`src/rtl/bes_pkg.sv`:
```
package bes_pkg;

    localparam int CMD_BITS = 4;
    localparam int PAY_BITS = 16;
    localparam int N_STEPS  = 15;
    localparam int STEP_W   = 4;

    localparam logic [CMD_BITS-1:0] CODE_CORE  = 4'b0000;
    localparam logic [CMD_BITS-1:0] CODE_TBLWR = 4'b1100;

    typedef enum logic [2:0] {
        S_IDLE,
        S_CMD,
        S_GAP_A,
        S_PAY,
        S_GAP_B,
        S_TAIL
    } seq_state_e;

    typedef struct packed {
        logic [CMD_BITS-1:0] code;
        logic [PAY_BITS-1:0] word;
    } xfer_t;

    // Two pointer-load groups of seven steps each, then the closing no-op.
    function automatic xfer_t script_step(input logic [STEP_W-1:0] idx);
        xfer_t       x;
        logic [3:0]  sub;
        logic        grp;
        logic [7:0]  lit;
        x.code = CODE_CORE;
        x.word = '0;
        sub    = '0;
        grp    = 1'b0;
        lit    = '0;
        if (idx < 4'd14) begin
            grp = (idx >= 4'd7);
            sub = grp ? (idx - 4'd7) : idx;
            if (sub == 4'd6) begin
                x.code = CODE_TBLWR;
                x.word = grp ? 16'h8080 : 16'h0101;
            end else begin
                case (sub[2:1])
                    2'd0:    lit = 8'h3C;
                    2'd1:    lit = 8'h00;
                    default: lit = grp ? 8'h04 : 8'h05;
                endcase
                if (sub[0])
                    x.word = {8'h6E, 8'hF8 - {6'b0, sub[2:1]}};
                else
                    x.word = {8'h0E, lit};
            end
        end
        return x;
    endfunction

endpackage

```
`src/rtl/bes_shifter.sv`:
```
module bes_shifter #(
    parameter int HALF = 2,
    parameter int WMAX = 16
) (
    input  logic                       clk,
    input  logic                       rst,
    input  logic                       load_i,
    input  logic [$clog2(WMAX+1)-1:0]  nbits_i,
    input  logic [WMAX-1:0]            word_i,
    output logic                       sclk_o,
    output logic                       sdat_o,
    output logic                       fall_last_o,
    output logic                       done_o
);
    localparam int HW  = (HALF > 1) ? $clog2(HALF) : 1;
    localparam int IW  = $clog2(WMAX);
    localparam int NBW = $clog2(WMAX+1);

    logic [WMAX-1:0] word_q;
    logic [NBW-1:0]  nb_q;
    logic [IW-1:0]   idx_q;
    logic [IW-1:0]   idx_nxt;
    logic [HW-1:0]   cnt_q;
    logic            hi_q;
    logic            busy_q;
    logic            sclk_q;
    logic            sdat_q;
    logic            at_end;
    logic            last_bit;

    assign idx_nxt     = idx_q + 1'b1;
    assign at_end      = busy_q && (cnt_q == '0);
    assign last_bit    = (NBW'(idx_q) == (nb_q - NBW'(1)));
    assign fall_last_o = at_end && hi_q && last_bit;
    assign done_o      = at_end && !hi_q && last_bit;
    assign sclk_o      = sclk_q;
    assign sdat_o      = sdat_q;

    always_ff @(posedge clk) begin
        if (rst) begin
            word_q <= '0;
            nb_q   <= '0;
            idx_q  <= '0;
            cnt_q  <= '0;
            hi_q   <= 1'b0;
            busy_q <= 1'b0;
            sclk_q <= 1'b0;
            sdat_q <= 1'b0;
        end else if (!busy_q) begin
            if (load_i) begin
                busy_q <= 1'b1;
                word_q <= word_i;
                nb_q   <= nbits_i;
                idx_q  <= '0;
                hi_q   <= 1'b1;
                sclk_q <= 1'b1;
                sdat_q <= word_i[0];
                cnt_q  <= HW'(HALF-1);
            end
        end else if (cnt_q != '0) begin
            cnt_q <= cnt_q - 1'b1;
        end else if (hi_q) begin
            sclk_q <= 1'b0;
            hi_q   <= 1'b0;
            cnt_q  <= HW'(HALF-1);
        end else if (last_bit) begin
            busy_q <= 1'b0;
            sdat_q <= 1'b0;
        end else begin
            idx_q  <= idx_nxt;
            hi_q   <= 1'b1;
            sclk_q <= 1'b1;
            sdat_q <= word_q[idx_nxt];
            cnt_q  <= HW'(HALF-1);
        end
    end

    // data only moves at a rising edge, never while the clock is high
    p_data_stable_hi_r3: assert property (@(posedge clk) disable iff (rst)
        (sclk_q && $past(sclk_q)) |-> $stable(sdat_q));

    // with no field in flight the programming clock rests low
    p_idle_clk_low_r1: assert property (@(posedge clk) disable iff (rst)
        !busy_q |-> !sclk_q);

endmodule

```
`src/rtl/bes_erase_timer.sv`:
```
module bes_erase_timer #(
    parameter int WAIT = 400
) (
    input  logic clk,
    input  logic rst,
    input  logic start_i,
    output logic done_o
);
    localparam int TW = (WAIT > 1) ? $clog2(WAIT) : 1;

    logic [TW-1:0] cnt_q;
    logic          run_q;
    logic          exp_q;

    assign done_o = exp_q || (run_q && (cnt_q == '0));

    always_ff @(posedge clk) begin
        if (rst) begin
            cnt_q <= '0;
            run_q <= 1'b0;
            exp_q <= 1'b0;
        end else if (start_i) begin
            cnt_q <= TW'(WAIT-1);
            run_q <= 1'b1;
            exp_q <= 1'b0;
        end else if (run_q) begin
            if (cnt_q == '0) begin
                run_q <= 1'b0;
                exp_q <= 1'b1;
            end else begin
                cnt_q <= cnt_q - 1'b1;
            end
        end
    end

    // once expired the timer stays expired until the next erase start
    p_expiry_sticky_r9: assert property (@(posedge clk) disable iff (rst)
        (done_o && !start_i) |=> done_o);

endmodule

```
`src/rtl/bulk_erase_seq.sv`:
```
module bulk_erase_seq
    import bes_pkg::*;
#(
    parameter int HALF_PERIOD = 2,
    parameter int CMD_PAY_GAP = 3,
    parameter int PAY_CMD_GAP = 5,
    parameter int ERASE_WAIT  = 400
) (
    input  logic clk,
    input  logic rst,
    input  logic start_i,
    output logic prog_clk_o,
    output logic prog_data_o,
    output logic busy_o,
    output logic done_o
);
    localparam int NBW  = $clog2(PAY_BITS+1);
    localparam int GMAX = (CMD_PAY_GAP > PAY_CMD_GAP) ? CMD_PAY_GAP : PAY_CMD_GAP;
    localparam int GW   = (GMAX > 1) ? $clog2(GMAX) : 1;
    localparam logic [STEP_W-1:0] LAST_STEP = STEP_W'(N_STEPS-1);

    seq_state_e          st_q;
    logic [STEP_W-1:0]   step_q;
    logic [GW-1:0]       gcnt_q;
    logic                busy_q;
    logic                done_q;
    xfer_t               cur;
    logic                is_last;

    logic                sh_load;
    logic [NBW-1:0]      sh_nbits;
    logic [PAY_BITS-1:0] sh_word;
    logic                sh_sclk;
    logic                sh_sdat;
    logic                sh_fall_last;
    logic                sh_done;
    logic                erase_go;
    logic                tmr_done;

    assign cur     = script_step(step_q);
    assign is_last = (step_q == LAST_STEP);

    always_comb begin
        sh_load  = 1'b0;
        sh_nbits = NBW'(CMD_BITS);
        sh_word  = {{(PAY_BITS-CMD_BITS){1'b0}}, cur.code};
        case (st_q)
            S_IDLE:  sh_load = start_i;
            S_GAP_A: begin
                sh_load  = (gcnt_q == '0);
                sh_nbits = NBW'(PAY_BITS);
                sh_word  = cur.word;
            end
            S_GAP_B: sh_load = (gcnt_q == '0);
            default: sh_load = 1'b0;
        endcase
    end

    assign erase_go = (st_q == S_CMD) && is_last && sh_fall_last;

    bes_shifter #(
        .HALF (HALF_PERIOD),
        .WMAX (PAY_BITS)
    ) u_shift (
        .clk         (clk),
        .rst         (rst),
        .load_i      (sh_load),
        .nbits_i     (sh_nbits),
        .word_i      (sh_word),
        .sclk_o      (sh_sclk),
        .sdat_o      (sh_sdat),
        .fall_last_o (sh_fall_last),
        .done_o      (sh_done)
    );

    bes_erase_timer #(
        .WAIT (ERASE_WAIT)
    ) u_timer (
        .clk     (clk),
        .rst     (rst),
        .start_i (erase_go),
        .done_o  (tmr_done)
    );

    always_ff @(posedge clk) begin
        if (rst) begin
            st_q   <= S_IDLE;
            step_q <= '0;
            gcnt_q <= '0;
            busy_q <= 1'b0;
            done_q <= 1'b0;
        end else begin
            done_q <= 1'b0;
            case (st_q)
                S_IDLE: begin
                    if (start_i) begin
                        st_q   <= S_CMD;
                        busy_q <= 1'b1;
                    end
                end
                S_CMD: begin
                    if (sh_done) begin
                        st_q   <= S_GAP_A;
                        gcnt_q <= GW'(CMD_PAY_GAP-1);
                    end
                end
                S_GAP_A: begin
                    if (gcnt_q == '0) st_q <= S_PAY;
                    else              gcnt_q <= gcnt_q - 1'b1;
                end
                S_PAY: begin
                    if (sh_done) begin
                        if (is_last) begin
                            if (tmr_done) begin
                                st_q   <= S_IDLE;
                                busy_q <= 1'b0;
                                done_q <= 1'b1;
                                step_q <= '0;
                            end else begin
                                st_q <= S_TAIL;
                            end
                        end else begin
                            step_q <= step_q + 1'b1;
                            st_q   <= S_GAP_B;
                            gcnt_q <= GW'(PAY_CMD_GAP-1);
                        end
                    end
                end
                S_GAP_B: begin
                    if (gcnt_q == '0) st_q <= S_CMD;
                    else              gcnt_q <= gcnt_q - 1'b1;
                end
                S_TAIL: begin
                    if (tmr_done) begin
                        st_q   <= S_IDLE;
                        busy_q <= 1'b0;
                        done_q <= 1'b1;
                        step_q <= '0;
                    end
                end
                default: st_q <= S_IDLE;
            endcase
        end
    end

    assign prog_clk_o  = sh_sclk;
    assign prog_data_o = sh_sdat;
    assign busy_o      = busy_q;
    assign done_o      = done_q;

    // the done pulse never overlaps busy
    p_done_not_busy_r9: assert property (@(posedge clk) disable iff (rst)
        done_o |-> !busy_o);

    // done rises only after the erase timer has reported expiry
    p_done_after_wait_r9: assert property (@(posedge clk) disable iff (rst)
        $rose(done_o) |-> $past(tmr_done));

    // while waiting out the erase the link is quiet and data is low
    p_tail_quiet_r8: assert property (@(posedge clk) disable iff (rst)
        (st_q == S_TAIL) |-> (!prog_data_o && !prog_clk_o));

    // a start seen mid-run never rewinds the script
    p_no_rewind_r10: assert property (@(posedge clk) disable iff (rst)
        (busy_o && $past(busy_o)) |-> (step_q >= $past(step_q)));

endmodule

```
`config.mk`:
```
export PLATFORM = sky130hd
export DESIGN_NAME = bulk_erase_seq
export DESIGN_NICKNAME = d
export VERILOG_FILES = /design/src/rtl/bes_pkg.sv /design/src/rtl/bes_shifter.sv /design/src/rtl/bes_erase_timer.sv /design/src/rtl/bulk_erase_seq.sv
export SDC_FILE = /design/constraint.sdc
export NUM_CORES = 1
export LEC_CHECK = 0
export BUFFER_PORTS_ARGS = -buffer_cell sky130_fd_sc_hd__buf_2
export CAP_MARGIN = 20
export CORE_MARGIN = 2
export CORE_UTILIZATION = 31
export DETAILED_ROUTE_END_ITERATION = 16
export PLACE_DENSITY_LB_ADDON = 0.25
export SLEW_MARGIN = 15
export SYNTH_ARGS = -nofsm -noshare
export SYNTH_HDL_FRONTEND = slang
export SYNTH_SLANG_ARGS = --single-unit
```
`constraint.sdc`:
```
create_clock -name clk -period 2.5 [get_ports clk]
set_input_delay 0.25 -clock clk [delete_from_list [all_inputs] [get_ports clk]]
set_output_delay 0.25 -clock clk [all_outputs]
set_load 0.05 [all_outputs]
```
==> summary.txt <==
STA
  • Setup tns final: 0 ns
  • Worst-margin pin slew: 0.699 ns
  • Worst relative slew slack: 52.8%
  • Unrepaired setup endpoints after global routing: no
  • Final Hold Viols: 0
  • Slack of the critical path: 0.288 ns
  • Fmax: 0.452 GHz
  • Worst hold slack: 0.176 ns
  • Final Cycle Share: 88.5%
  • Max Transition Viols Final: 0
  • Setup Viol. Count Final: 0
  • Final Critical Period: 2.21 ns
  • Final Skew: 0.00765 ns

Clock network
  • CTS sink cnt: 44
  • Clock slew seen by the registers of the worst setup and hold paths: 0.09 ns
  • Hold buffer count at cts: 0
  • Clock buffer depth: 2
  • CTS Root Cell: clkbuf_8
  • H-tree levels: 2
  • Worst skew pair latency: 0.30 ns
  • CTS buffer count: 5
  • CTS tree: done

Floorplanning
  • Die area: 9140 um2
  • Horiz. Die Dim: 95.6 um
  • Core area: 8180 um2
  • I/O pin cnt: 7
  • Die height: 95.6 um
  • Num rows: 33
  • Starting Density: 31.8%

GRT
  • Initial antenna violation count: 0
  • Tot GR Track Use: 14.0%
  • Grt ovf: 0
  • First-pass GRT wire length: 10.1 mm
  • Largest net degree at the start of global routing: 42
  • Vias in the first global route: 2,104

Final layout
  • NumNets Final: 320
  • Antenna diodes: 0
  • P&R area growth vs syn: 8.03%
  • Fillers: 868
  • Seq. cell area: 882 um2
  • Area of the multi-input gates: 1570 um2
  • Share of cells above drive strength 1: 10.0%

Logic synthesis
  • Synth unique cells: 66
  • Most frequent cells after synthesis: dfxtp_1 (44), a21oi_1 (29), nor2_1 (28), nand2_1 (19), inv_1 (16)
  • Post-Syn Area: 2600 um2
  • Ys async rst share: 0%
  • Synth area leaders: dfxtp_1 (34%), a21oi_1 (5.6%), nor2_1 (4.0%)
  • Top FF cell, synth: dfxtp_1
  • Ys Warns: 0
  • Area leader, netlist: dfxtp_1
  • Syn Nets: 325
  • Most common cell in the netlist: dfxtp_1
  • Share of the synthesized area in the top cell type: 33.8%
  • EDFF count, synth: 0
  • #FFs+latches synth: 44
  • Seq/Total Area, Yosys: 33.8%
  • Post-Syn Instances: 314
  • Synthesized area per cell: 8.29 um2

Flow run
  • Maxcap violations: 0

Route
  • Wire per inst: 14.2 um
  • DRT iter0 DRCs: 128
  • DR vias/cell: 5.42
  • DRC viols: 0
  • DR pass1 iterations: 4
  • Via count: 2,249
  • Final ANT Viol Nets: 0
  • WL final: 5.91 mm

Setup path
  • Critical path data arrival time: 2.44 ns
  • CP max stage delay: 0.54 ns
  • Largest fanout on the critical path: 11
  • Worst setup EP type: register
  • Crit Path Category: reg2reg
  • Cell-by-cell trace of the critical path: ha_1 > nand2b_1 > nor4b_2 > nor3_1 > or4_1 > a31oi_1
  • Critical Path RT: 2.73 ns
  • Startpoint types: register
  • Worst Path Buf+Inv: 0
  • Worst path slowest cell: or4_1
  • Cell family with most CP delay: simple AND/OR/NAND/NOR gates

Power
  • Power, Total: 1420 uW
  • Power density over the cells: 507 nW/um2
  • Maximum vdd drop: 0.000236 V
  • Leakage power: 0.000969 uW

Place
  • Pre-CTS setup slack: 0.182 ns
  • IO Port Bufs: 6
  • Final GP Congestion: 0.804
  • Final HPWL DP: 4.20 mm

Min path
  • HP Class: in2reg

Run status
  • Status: finished, final reports clean
==> area by class of cell <==
cell class / instances / share of cell area (%)
repair buffers: 9 / 1.87
multi-input cells: 232 / 55.7
flip-flops and latches: 44 / 31.4
clock buffers: 5 / 2.45
well taps: 105 / 4.67
clock inverters: 3 / 1.65
inverters: 17 / 2.27
==> worst reg2reg max path: stages, from the launching register on <==
cell and delay, ns:
dfxtp_1 0.43, ha_1 0.29, nand2b_1 0.23, nor4b_2 0.34, nor3_1 0.15, or4_1 0.54, a31oi_1 0.18
==> final timing paths <==
check,end,start,slack (ns),cells after the start
max,u_shift.word_q[3],step_q[1],0.29,6
min,step_q[0],rst,0.18,2
max reg2reg,u_shift.word_q[3],step_q[1],0.29,6
min reg2reg,u_shift.word_q[8],u_shift.word_q[8],0.46,2
==> metrics by stage <==
step	area, um2	utilization [%]	std cells
5_1_grt	2810	34.4	415
2_1_floorplan	2600	-	314
6_report	2810	34.4	415
3_5_place_dp	2690	32.9	407
3_3_place_gp	2690	32.9	407
4_1_cts	2800	34.3	415
==> cell families after synthesis <==
kind of cell,Yosys count,synth area share [%]
fa+ha+maj,8,3.85
flops,44,33.8
xor+xnor,10,3.37
mux,9,3.94
simple gates,122,26.1
compound gates,83,22.7
buf+inv,38,6.20
==> report_power, final <==
group | total [uW] | internal [uW] | switching, uW | leakage, uW
Sequential | 738 | 715 | 23.5 | 0.000357
Combinational | 115 | 40.7 | 74.3 | 0.000557
Clock | 571 | 301 | 270 | 0.0000548
==> state kept, by name, indices dropped and copies added (netlist names) <==
register	flops
gcnt_q	3
u_shift.sdat_o	1
u_shift.nb_q	2
u_shift.hi_q	1
u_shift.cnt_q	1
u_shift.idx_q	4
u_timer.run_q	1
step_q	4
u_shift.busy_q	1
u_timer.cnt_q	9
u_shift.word_q	10
st_q	3
done_o	1
u_shift.sclk_o	1
busy_o	1
u_timer.exp_q	1
==> cell usage in the layout (no fill, tap or decap), types with 3 or more instances in the layout <==
cell type	Yosys	layout
a311oi_1	3	3
nand2_1	19	19
buf_4	1	3
clkbuf_8	0	5
buf_2	6	6
inv_1	16	16
nor3_1	9	9
nand2b_1	10	10
nor2b_1	5	5
nor4_1	7	7
xnor2_1	8	8
a32oi_1	3	3
ha_1	8	8
and3_1	6	6
mux2i_1	8	8
a21oi_1	29	29
nor2_1	28	28
a31oi_1	6	6
o21ai_0	6	6
or4_1	4	4
dfxtp_1	44	43
nand3_1	14	14
or3_1	4	4
o211ai_1	5	5
==> timing repair <==
item | in CTS | in global routing
hold endpoints to repair | 0 | 0
setup buffers | 0 | 0
setup endpoints to repair | 0 | 1
gates resized for setup | 0 | 2
==> per-layer routing <==
metal,vias up,GRT usage [%],wire length (um)
met4,0,4.05,42
met1,1075,19.4,3020
met2,30,21.9,2690
met5,-,0,0
met3,5,2.69,161
li1,1139,-,-
Power figures use the tool's default switching activity.
